===== src/rtl/xcvr_pkg.sv =====
package xcvr_pkg;

  typedef struct packed {
    logic a_en;
    logic b_en;
  } drive_t;

  function automatic drive_t drive_of(input logic oe_n, input logic dir);
    drive_t d;
    d.b_en = ~oe_n & dir;
    d.a_en = ~oe_n & ~dir;
    return d;
  endfunction

endpackage


===== src/rtl/xcvr_edge.sv =====
module xcvr_edge (
  input  logic clk,
  input  logic rst_n,
  input  logic lvl,
  output logic rise
);
  logic prev_q;

  always_ff @(posedge clk) begin
    if (!rst_n) prev_q <= 1'b0;
    else        prev_q <= lvl;
  end

  assign rise = lvl & ~prev_q;

  p_single_rise_r4: assert property (@(posedge clk) disable iff (!rst_n)
    rise |=> !rise);
endmodule


===== src/rtl/xcvr_store.sv =====
module xcvr_store #(
  parameter int W = 8
) (
  input  logic         clk,
  input  logic         rst_n,
  input  logic         load,
  input  logic [W-1:0] d,
  output logic [W-1:0] q
);
  always_ff @(posedge clk) begin
    if (!rst_n)    q <= '0;
    else if (load) q <= d;
  end

  p_keep_r4: assert property (@(posedge clk) disable iff (!rst_n)
    !load |=> $stable(q));
  p_load_r2: assert property (@(posedge clk) disable iff (!rst_n)
    load |=> q == $past(d));
endmodule


===== src/rtl/xcvr_lane.sv =====
module xcvr_lane
  import xcvr_pkg::*;
#(
  parameter int W = 8
) (
  input  logic         clk,
  input  logic         rst_n,
  input  logic         oe_n,
  input  logic         dir,
  input  logic         cap_ab,
  input  logic         cap_ba,
  input  logic         sel_ab,
  input  logic         sel_ba,
  input  logic [W-1:0] a_in,
  input  logic [W-1:0] b_in,
  output logic [W-1:0] a_out,
  output logic [W-1:0] a_oe,
  output logic [W-1:0] b_out,
  output logic [W-1:0] b_oe
);
  logic         rise_ab, rise_ba;
  logic [W-1:0] st_ab, st_ba;
  drive_t       drv;

  xcvr_edge u_edge_ab (.clk(clk), .rst_n(rst_n), .lvl(cap_ab), .rise(rise_ab));
  xcvr_edge u_edge_ba (.clk(clk), .rst_n(rst_n), .lvl(cap_ba), .rise(rise_ba));

  xcvr_store #(.W(W)) u_st_ab (.clk(clk), .rst_n(rst_n), .load(rise_ab), .d(a_in), .q(st_ab));
  xcvr_store #(.W(W)) u_st_ba (.clk(clk), .rst_n(rst_n), .load(rise_ba), .d(b_in), .q(st_ba));

  assign drv   = drive_of(oe_n, dir);
  assign b_out = sel_ab ? st_ab : a_in;
  assign a_out = sel_ba ? st_ba : b_in;
  assign b_oe  = {W{drv.b_en}};
  assign a_oe  = {W{drv.a_en}};

  p_clear_r1: assert property (@(posedge clk) disable iff (!rst_n)
    $rose(rst_n) |-> (st_ab == '0 && st_ba == '0));
  p_cap_ab_r2: assert property (@(posedge clk) disable iff (!rst_n)
    rise_ab |=> st_ab == $past(a_in));
  p_cap_ba_r3: assert property (@(posedge clk) disable iff (!rst_n)
    rise_ba |=> st_ba == $past(b_in));
  p_isolate_r5: assert property (@(posedge clk) disable iff (!rst_n)
    oe_n |-> (a_oe == '0 && b_oe == '0));
  p_one_bus_r6: assert property (@(posedge clk) disable iff (!rst_n)
    !((|a_oe) && (|b_oe)));
endmodule


===== src/rtl/xcvr_dual.sv =====
module xcvr_dual #(
  parameter int LANE_W = 8,
  parameter int LANES  = 2,
  localparam int W     = LANE_W * LANES
) (
  input  logic             clk,
  input  logic             rst_n,
  input  logic [LANES-1:0] oe_n,
  input  logic [LANES-1:0] dir,
  input  logic [LANES-1:0] cap_ab,
  input  logic [LANES-1:0] cap_ba,
  input  logic [LANES-1:0] sel_ab,
  input  logic [LANES-1:0] sel_ba,
  input  logic [W-1:0]     a_in,
  output logic [W-1:0]     a_out,
  output logic [W-1:0]     a_oe,
  input  logic [W-1:0]     b_in,
  output logic [W-1:0]     b_out,
  output logic [W-1:0]     b_oe
);
  for (genvar h = 0; h < LANES; h++) begin : g_lane
    xcvr_lane #(.W(LANE_W)) u_lane (
      .clk    (clk),
      .rst_n  (rst_n),
      .oe_n   (oe_n[h]),
      .dir    (dir[h]),
      .cap_ab (cap_ab[h]),
      .cap_ba (cap_ba[h]),
      .sel_ab (sel_ab[h]),
      .sel_ba (sel_ba[h]),
      .a_in   (a_in[h*LANE_W +: LANE_W]),
      .b_in   (b_in[h*LANE_W +: LANE_W]),
      .a_out  (a_out[h*LANE_W +: LANE_W]),
      .a_oe   (a_oe[h*LANE_W +: LANE_W]),
      .b_out  (b_out[h*LANE_W +: LANE_W]),
      .b_oe   (b_oe[h*LANE_W +: LANE_W])
    );
  end
endmodule


===== config.mk =====
export PLATFORM = sky130hd
export DESIGN_NAME = xcvr_dual
export DESIGN_NICKNAME = d
export VERILOG_FILES = /design/src/rtl/xcvr_pkg.sv /design/src/rtl/xcvr_edge.sv /design/src/rtl/xcvr_store.sv /design/src/rtl/xcvr_lane.sv /design/src/rtl/xcvr_dual.sv
export SDC_FILE = /design/constraint.sdc
export NUM_CORES = 1
export LEC_CHECK = 0
export BUFFER_PORTS_ARGS = -buffer_cell sky130_fd_sc_hd__buf_2
export CAP_MARGIN = 20
export CORE_MARGIN = 2
export CORE_UTILIZATION = 40
export CTS_CLUSTER_DIAMETER = 120
export DETAILED_ROUTE_END_ITERATION = 10
export PLACE_DENSITY_LB_ADDON = 0.12
export RECOVER_POWER = 50
export SLEW_MARGIN = 20
export SYNTH_ARGS = -nofsm -noshare
export SYNTH_HDL_FRONTEND = slang
export SYNTH_SLANG_ARGS = --single-unit

===== constraint.sdc =====
create_clock -name clk -period 0.8 [get_ports clk]
set_input_delay 0.08 -clock clk [delete_from_list [all_inputs] [get_ports clk]]
set_output_delay 0.08 -clock clk [all_outputs]
set_load 0.03 [all_outputs]

[After elaboration in Yosys (flattened, before gate mapping)]
Cells that the tools add are included.
Storage, ports and cells
  flip-flop bits (word level): 36
  input port bits: 46
  output and inout port bits: 64
Operators by class
  multiplexer cells: 4
  bitwise logic cells: 16
Operators with widths (count)
  $mux W8: 4
  $and A1 B1 Y1: 8
  $not A1 Y1: 8

[Depth between registers and ports, before layout]
Gate-level depths: netlist (run 1).
  depth after elaboration: 2
  depth in mapped cells: 5
  mapped depth without buffers: 2

[Hierarchy]
From an unflattened synthesis (run 1), not the netlist that was laid out.
Unflattened totals
  cell total of the unflattened synthesis: 180
  area, all modules: 2122.0 sq um
By module, submodules not included
  xcvr_store: times used 4, cells an instance 25, area an instance 301.5 sq um, seq. area each 160.2 sq um
  xcvr_lane: times used 2, cells an instance 34, area an instance 377.9 sq um, seq. area each 0.0 sq um
  xcvr_edge: times used 4, cells an instance 3, area an instance 40.0 sq um, seq. area each 20.0 sq um

[Least setup slack after synthesis (run 1)]
No wires, ideal clock.
  path kind: input port to output port
  from: input dir[1]
  to: output b_oe[10]
  arrival: 1.051 ns
  slack: -0.331 ns
  stages: 2
  cell sequence: nor2b_1 -> buf_4
Between the ends
  word-level cells in the longest chain between the ends: 1
RTL lines
  from (decl): RTL line xcvr_dual.sv:9  | input logic [LANES-1:0] dir,
  $and A1 B1 Y1: RTL line xcvr_pkg.sv:10  | d.b_en = ~oe_n & dir;
  to (decl): RTL line xcvr_dual.sv:19  | output logic [W-1:0] b_oe
Every way passes these cells.

[Worst setup path after layout (run 1)]
  from: register g_lane[1].u_lane.u_st_ab.q[6]
  to: output b_out[14]
Between the ends
  word-level cells in the longest chain between the ends: 1
RTL lines
  from (decl): RTL line xcvr_store.sv:8  | output logic [W-1:0] q
  from (signal assigned): RTL line xcvr_store.sv:11  | if (!rst_n) q <= '0;
  from (signal assigned): RTL line xcvr_store.sv:12  | else if (load) q <= d;
  $mux W8: RTL line xcvr_lane.sv:32  | assign b_out = sel_ab ? st_ab : a_in;
  to (decl): RTL line xcvr_dual.sv:18  | output logic [W-1:0] b_out,
Every way passes these cells.

==> impl_metrics.py, run 1 <==
metrics = {
    "power_and_ir_drop": {
        "intPower_mw": 3.38,
        "comb_power_share_pct": 33.1,
        "p_sw_mw": 1.54,
        "p_per_area_nw_per_um2": 1680,
        "clock_power_share_pct": 26.6,
        "cellLeakagePower_nw": 1.51,
        "p_total_mw": 4.91,
        "switching_share_pct": 31.3,
        "power.share.sequential_pct": 40.3,
        "vdd_drop_max_mv": 0.804,
    },
    "sta": {
        "setup_ws_ps": -289,
        "slew_violations": 0,
        "worstMarginPinSlew_ps": 574,
        "tns_ps": -10280,
        "hold_ws_ps": 12.4,
        "relSlewSlack_pct": 61.7,
        "fin_skew_ps": 2.07,
        "finalCriticalPeriod_ps": 1090,
        "rsz0062_at_grt": "true",
        "period_share_pct": 136,
        "hold_viol_final": 0,
        "setup_viol": 64,
        "max_freq_ghz": 0.919,
    },
    "status": {
        "violations": "negative setup slack",
        "status": "finished with violations",
    },
    "detailed_routing": {
        "via_per_inst": 4.51,
        "dr.pass1.iters": 4,
        "wirelength_um": 4410,
        "vias": 1681,
        "ant_nets": 0,
        "drc_errors": 0,
        "routedWlPerCell_um": 11.8,
        "initialDrtViolationCount": 57,
    },
    "cts": {
        "cts_htree_levels": 2,
        "cts_tree": "done",
        "clkSinkCount": 36,
        "clk_path_buf_depth": 2,
        "numCtsBuffers": 5,
        "cts_root_buffer": "clkbuf_8",
        "clk_latency_ps": 280,
        "clk_pin_slew_ps": 70,
    },
    "grt": {
        "gr-total-overflow": 0,
        "grt_pass1_vias": 1488,
        "grt_first_pass_wirelength_um": 6430,
        "grt_max_degree": 33,
        "grt_usage_pct": 14.7,
        "grt_antenna_before_repair": 0,
    },
    "cells_and_area": {
        "area_growth_pct": 44.1,
        "regArea_um2": 751,
        "drive_above_1_share_pct": 61.8,
        "finalNonFillerCells": 373,
        "diodes": 0,
        "fillers": 450,
        "multi_input_area_um2": 1150,
        "final_core_util_pct": 60.9,
        "fin_area_um2": 2930,
        "nNetsFinal": 351,
    },
    "floorplan": {
        "fp-row-count": 25,
        "core_um2": 4820,
        "fp.dieArea_um2": 5670,
        "die_width_um": 75.3,
        "io-pin-count": 110,
        "start_util_pct": 42.2,
        "die_h_um": 75.3,
    },
    "worst_setup_path": {
        "endpoint_kind": "output pin",
        "critPathRequiredTime_ps": 720,
        "start_kind": "flop",
        "worstPathArrival_ps": 1010,
        "crit_fanout": 2,
        "worstSetupPathType": "reg -> out",
    },
    "logic_synthesis": {
        "avgSynthCellArea_um2": 9.25,
        "synth_area_um2": 2030,
        "ys_ff_latch": 36,
        "syn_nets": 266,
        "ys_seq_area_share_pct": 35.4,
        "yosys_warnings": 0,
        "synthCells": 220,
        "ys_types": 11,
    },
    "placement": {
        "dp_hpwl_um": 3080,
        "place_ws_ps": -95.9,
        "place_area_um2": 2460,
        "port_buffers": 109,
        "place_congestion": 0.724,
        "dp_cells": 361,
    },
    "min_path": {
        "hold_path.class": "in -> reg",
    },
    "job": {
        "max-cap-violations": 0,
    },
}
-- kinds of logic after synthesis --
family        synth area share [%]
buf+inv                       15.9
simple gates                  15.3
flops                         35.4
mux                           33.5
-- registers in the layout, summed over array words and instances, names as in the netlist --
name / cells
g_lane.u_lane.u_edge_ab.prev_q: 2
g_lane.u_lane.u_st_ab.q: 16
g_lane.u_lane.u_edge_ba.prev_q: 2
g_lane.u_lane.u_st_ba.q: 16
-- power by group through the flow --
stage	combinational (mW)	clock, mW	sequential [mW]
after floorplan	1.01	0	1.98
after global placement	1.28	0	2.00
after detailed placement	1.29	0	2.00
after CTS	1.63	1.36	1.97
after global routing	1.73	1.45	1.99
final	1.63	1.31	1.98
-- metal layers --
layer | routed length, µm | global-route usage (%)
met1 | 1860 | 17.6
met2 | 2220 | 25.2
met3 | 293 | 4.37
met4 | 38 | 4.68
met5 | 0 | 0
-- layout make-up --
class | count | area share [%]
tap | 67 | 2.86
multi-input combinational | 140 | 39.3
sequential | 36 | 25.6
clock buffer | 8 | 3.07
timing repair buffer | 122 | 29.2
-- layout by cell type (no fill, tap or decap), types with 2 or more instances in the layout --
master    synthesis  final
clkbuf_2          0     16
buf_2             9     63
dfxtp_2           0     24
nor2b_4           0      3
mux2_4            0     32
nand2_1          64     64
clkbuf_1          0      2
nor2b_1           6      2
and2_1            4      4
nor2_4            0      2
mux2i_1          32     32
buf_4            32      6
dfxtp_1          36     12
clkbuf_8          0      6
buf_6             2     36
-- synth_stat cells (all sizes together) --
| master | number | area, µm² |
|---|---|---|
| buf | 44 | 323 |
| nor2b | 6 | 37.5 |
| mux2 | 32 | 360 |
| nand2 | 64 | 240 |
| and2 | 4 | 25.0 |
| mux2i | 32 | 320 |
| nor2 | 2 | 7.51 |
| dfxtp | 36 | 721 |
-- path summary, 6_finish.rpt --
kind	start	to	slack (ps)	cells after the start
setup / recovery	g_lane[1].u_lane.u_st_ab.q[6]	b_out[14]	-290	2
hold / removal	cap_ab[0]	g_lane[0].u_lane.u_edge_ab.prev_q	10	2
setup reg to reg	g_lane[0].u_lane.u_edge_ab.prev_q	g_lane[0].u_lane.u_st_ab.q[0]	-70	3
hold reg to reg	g_lane[1].u_lane.u_st_ab.q[3]	g_lane[1].u_lane.u_st_ab.q[3]	450	2
-- timing repair --
action | CTS | global route
resized for setup | 120 | 10
buffers inserted | 0 | 3
hold endpoints to repair | 1 | 0
endpoints found under the setup margin | 64 | 64
hold buffers | 1 | 0
-- critical path, cell delays in order (launching register included) --
cell     delay, ps
dfxtp_2        330
mux2_4         260
buf_6          140
(Power assumes the default switching activity.)
==> run 2: changes to the inputs <==
==> constraint.sdc (replaced) <==
create_clock -name clk -period 0.8 [get_ports clk]
set_input_delay 0 -clock clk [delete_from_list [all_inputs] [get_ports clk]]
set_output_delay 0 -clock clk [all_outputs]
set_load 0.03 [all_outputs]
==> run 2 against run 1 <==
Compared with the run above:
- the flow still finishes with violations (negative setup slack)
- non-clock buffer count is 33 higher
- critical path depth stayed put
- via count up 8.6%
- die area unchanged
- clock-buffer cell count is 1 lower
- largest cell class is now non-clock buffers
- hold slack better by 160 ps
- global-route usage grew 1.6 points
- sequential share of layout area fell by 2.8 points
- critical path type unchanged
==> impl_metrics.py, run 2 (synthesized netlist as in run 1, its figures left out) <==
metrics = {
    "sta": {
        "setup_ws_ps": -210,
        "hold_viol_final": 0,
        "setup_viol": 63,
        "rsz0062_at_grt": "true",
        "period_share_pct": 126,
        "hold_ws_ps": 171,
        "finalCriticalPeriod_ps": 1010,
        "worstMarginPinSlew_ps": 335,
        "fin_skew_ps": 2.39,
        "relSlewSlack_pct": 77.6,
        "max_freq_ghz": 0.990,
        "tns_ps": -7150,
        "slew_violations": 0,
    },
    "grt": {
        "gr-total-overflow": 0,
        "grt_usage_pct": 16.3,
        "grt_first_pass_wirelength_um": 7140,
        "grt_antenna_before_repair": 0,
        "grt_max_degree": 41,
        "grt_pass1_vias": 1643,
    },
    "worst_setup_path": {
        "worstPathArrival_ps": 1010,
        "start_kind": "flop",
        "crit_fanout": 2,
        "critPathRequiredTime_ps": 800,
        "path_cells": "mux2_4 -> buf_6",
        "crit_path_top_delay_cell": "dfxtp_2",
        "max_stage_delay_ps": 330,
        "worstSetupPathType": "reg -> out",
        "endpoint_kind": "output pin",
    },
    "detailed_routing": {
        "initialDrtViolationCount": 27,
        "via_per_inst": 4.51,
        "drc_errors": 0,
        "routedWlPerCell_um": 11.8,
        "dr.pass1.iters": 4,
        "vias": 1826,
        "ant_nets": 0,
        "wirelength_um": 4780,
    },
    "cells_and_area": {
        "diodes": 0,
        "final_core_util_pct": 68.7,
        "fin_area_um2": 3310,
        "final_common_cell": "buf_2",
        "reg_top3": "g_lane.u_lane.u_st_ab.q: 16 flops, g_lane.u_lane.u_st_ba.q: 16 flops",
        "area_growth_pct": 62.6,
        "nNetsFinal": 384,
        "drive_above_1_share_pct": 56.5,
        "final_cell_mix": "buf_2 (67), nand2_1 (64), buf_6 (39)",
    },
    "floorplan": {
        "io-pin-count": 110,
        "start_util_pct": 42.2,
        "fp-row-count": 25,
        "die_width_um": 75.3,
        "fp.dieArea_um2": 5670,
        "die_h_um": 75.3,
        "core_um2": 4820,
    },
    "power_and_ir_drop": {
        "intPower_mw": 3.57,
        "p_sw_mw": 1.56,
        "vdd_drop_max_mv": 0.890,
        "switching_share_pct": 30.5,
        "clock_power_share_pct": 26.8,
        "p_per_area_nw_per_um2": 1550,
        "cellLeakagePower_nw": 1.66,
        "comb_power_share_pct": 34.5,
        "power.share.sequential_pct": 38.6,
        "p_total_mw": 5.13,
    },
    "placement": {
        "place_area_um2": 2440,
        "dp_hpwl_um": 2990,
        "place_congestion": 0.730,
        "port_buffers": 109,
    },
    "cts": {
        "cts_htree_levels": 2,
        "cts_tree": "done",
        "numCtsBuffers": 5,
        "clk_path_buf_depth": 2,
        "clk_pin_slew_ps": 70,
        "clkSinkCount": 36,
        "cts_root_buffer": "clkbuf_8",
        "clk_latency_ps": 280,
    },
    "status": {
        "status": "finished with violations",
        "violations": "negative setup slack",
    },
    "job": {
        "max-cap-violations": 0,
    },
    "min_path": {
        "hold_path.class": "in -> reg",
    },
}
## run 2: worst paths after layout
check                               startpoint                       endpoint  slack [ps]  cells after the start
max reg2reg  g_lane[1].u_lane.u_edge_ab.prev_q  g_lane[1].u_lane.u_st_ab.q[0]         -60                      3
max              g_lane[0].u_lane.u_st_ab.q[3]                       b_out[3]        -210                      2
min                                      rst_n  g_lane[1].u_lane.u_st_ba.q[7]         170                      4
min reg2reg      g_lane[0].u_lane.u_st_ba.q[6]  g_lane[0].u_lane.u_st_ba.q[6]         460                      2
## run 2: power by group through the flow
stage | registers (mW) | clock network [mW] | logic [mW]
global placement | 1.99 | 0 | 1.27
floorplan | 1.98 | 0 | 1.00
global route | 1.99 | 1.51 | 1.89
detailed placement | 2.00 | 0 | 1.28
finish | 1.98 | 1.38 | 1.77
CTS | 1.97 | 1.43 | 1.75
## run 2: metal layers
layer / vias up / wire [µm] / global-route usage (%)
li1: 919 / - / -
met3: 6 / 352 / 3.57
met5: - / 0 / 0
met4: 0 / 49 / 5.85
met1: 829 / 2010 / 19.6
met2: 72 / 2370 / 28.6
## run 2: cell type report
class / instances / area [µm²]
clock buffers: 7 / 96.3
well taps: 67 / 83.8
repair buffers: 155 / 1230
multi-input cells: 140 / 1140
flip-flops and latches: 36 / 756
fillers: 420 / 1510
## run 2: critical path, delay by kind of cell (launching register included)
| kind | cells | cell delay [ps] |
|---|---|---|
| flops | 1 | 330 |
| buf+inv | 1 | 140 |
| mux | 1 | 260 |
## run 2: what timing repair did
| action | CTS | global route |
|---|---|---|
| resized for setup | 121 | 18 |
| endpoints found under the setup margin | 64 | 64 |
| hold buffers | 36 | 0 |
| endpoints found under the hold margin | 36 | 0 |
| gates cloned | 0 | 0 |
| buffers inserted | 0 | 1 |
## run 2: stage by stage
step | std cells | worst slack (ps)
after global placement | 361 | -53.8
after CTS | 404 | -218
after detailed placement | 361 | -90.4
after floorplan | 220 | 16.9
after global routing | 405 | -240
final | 405 | -210
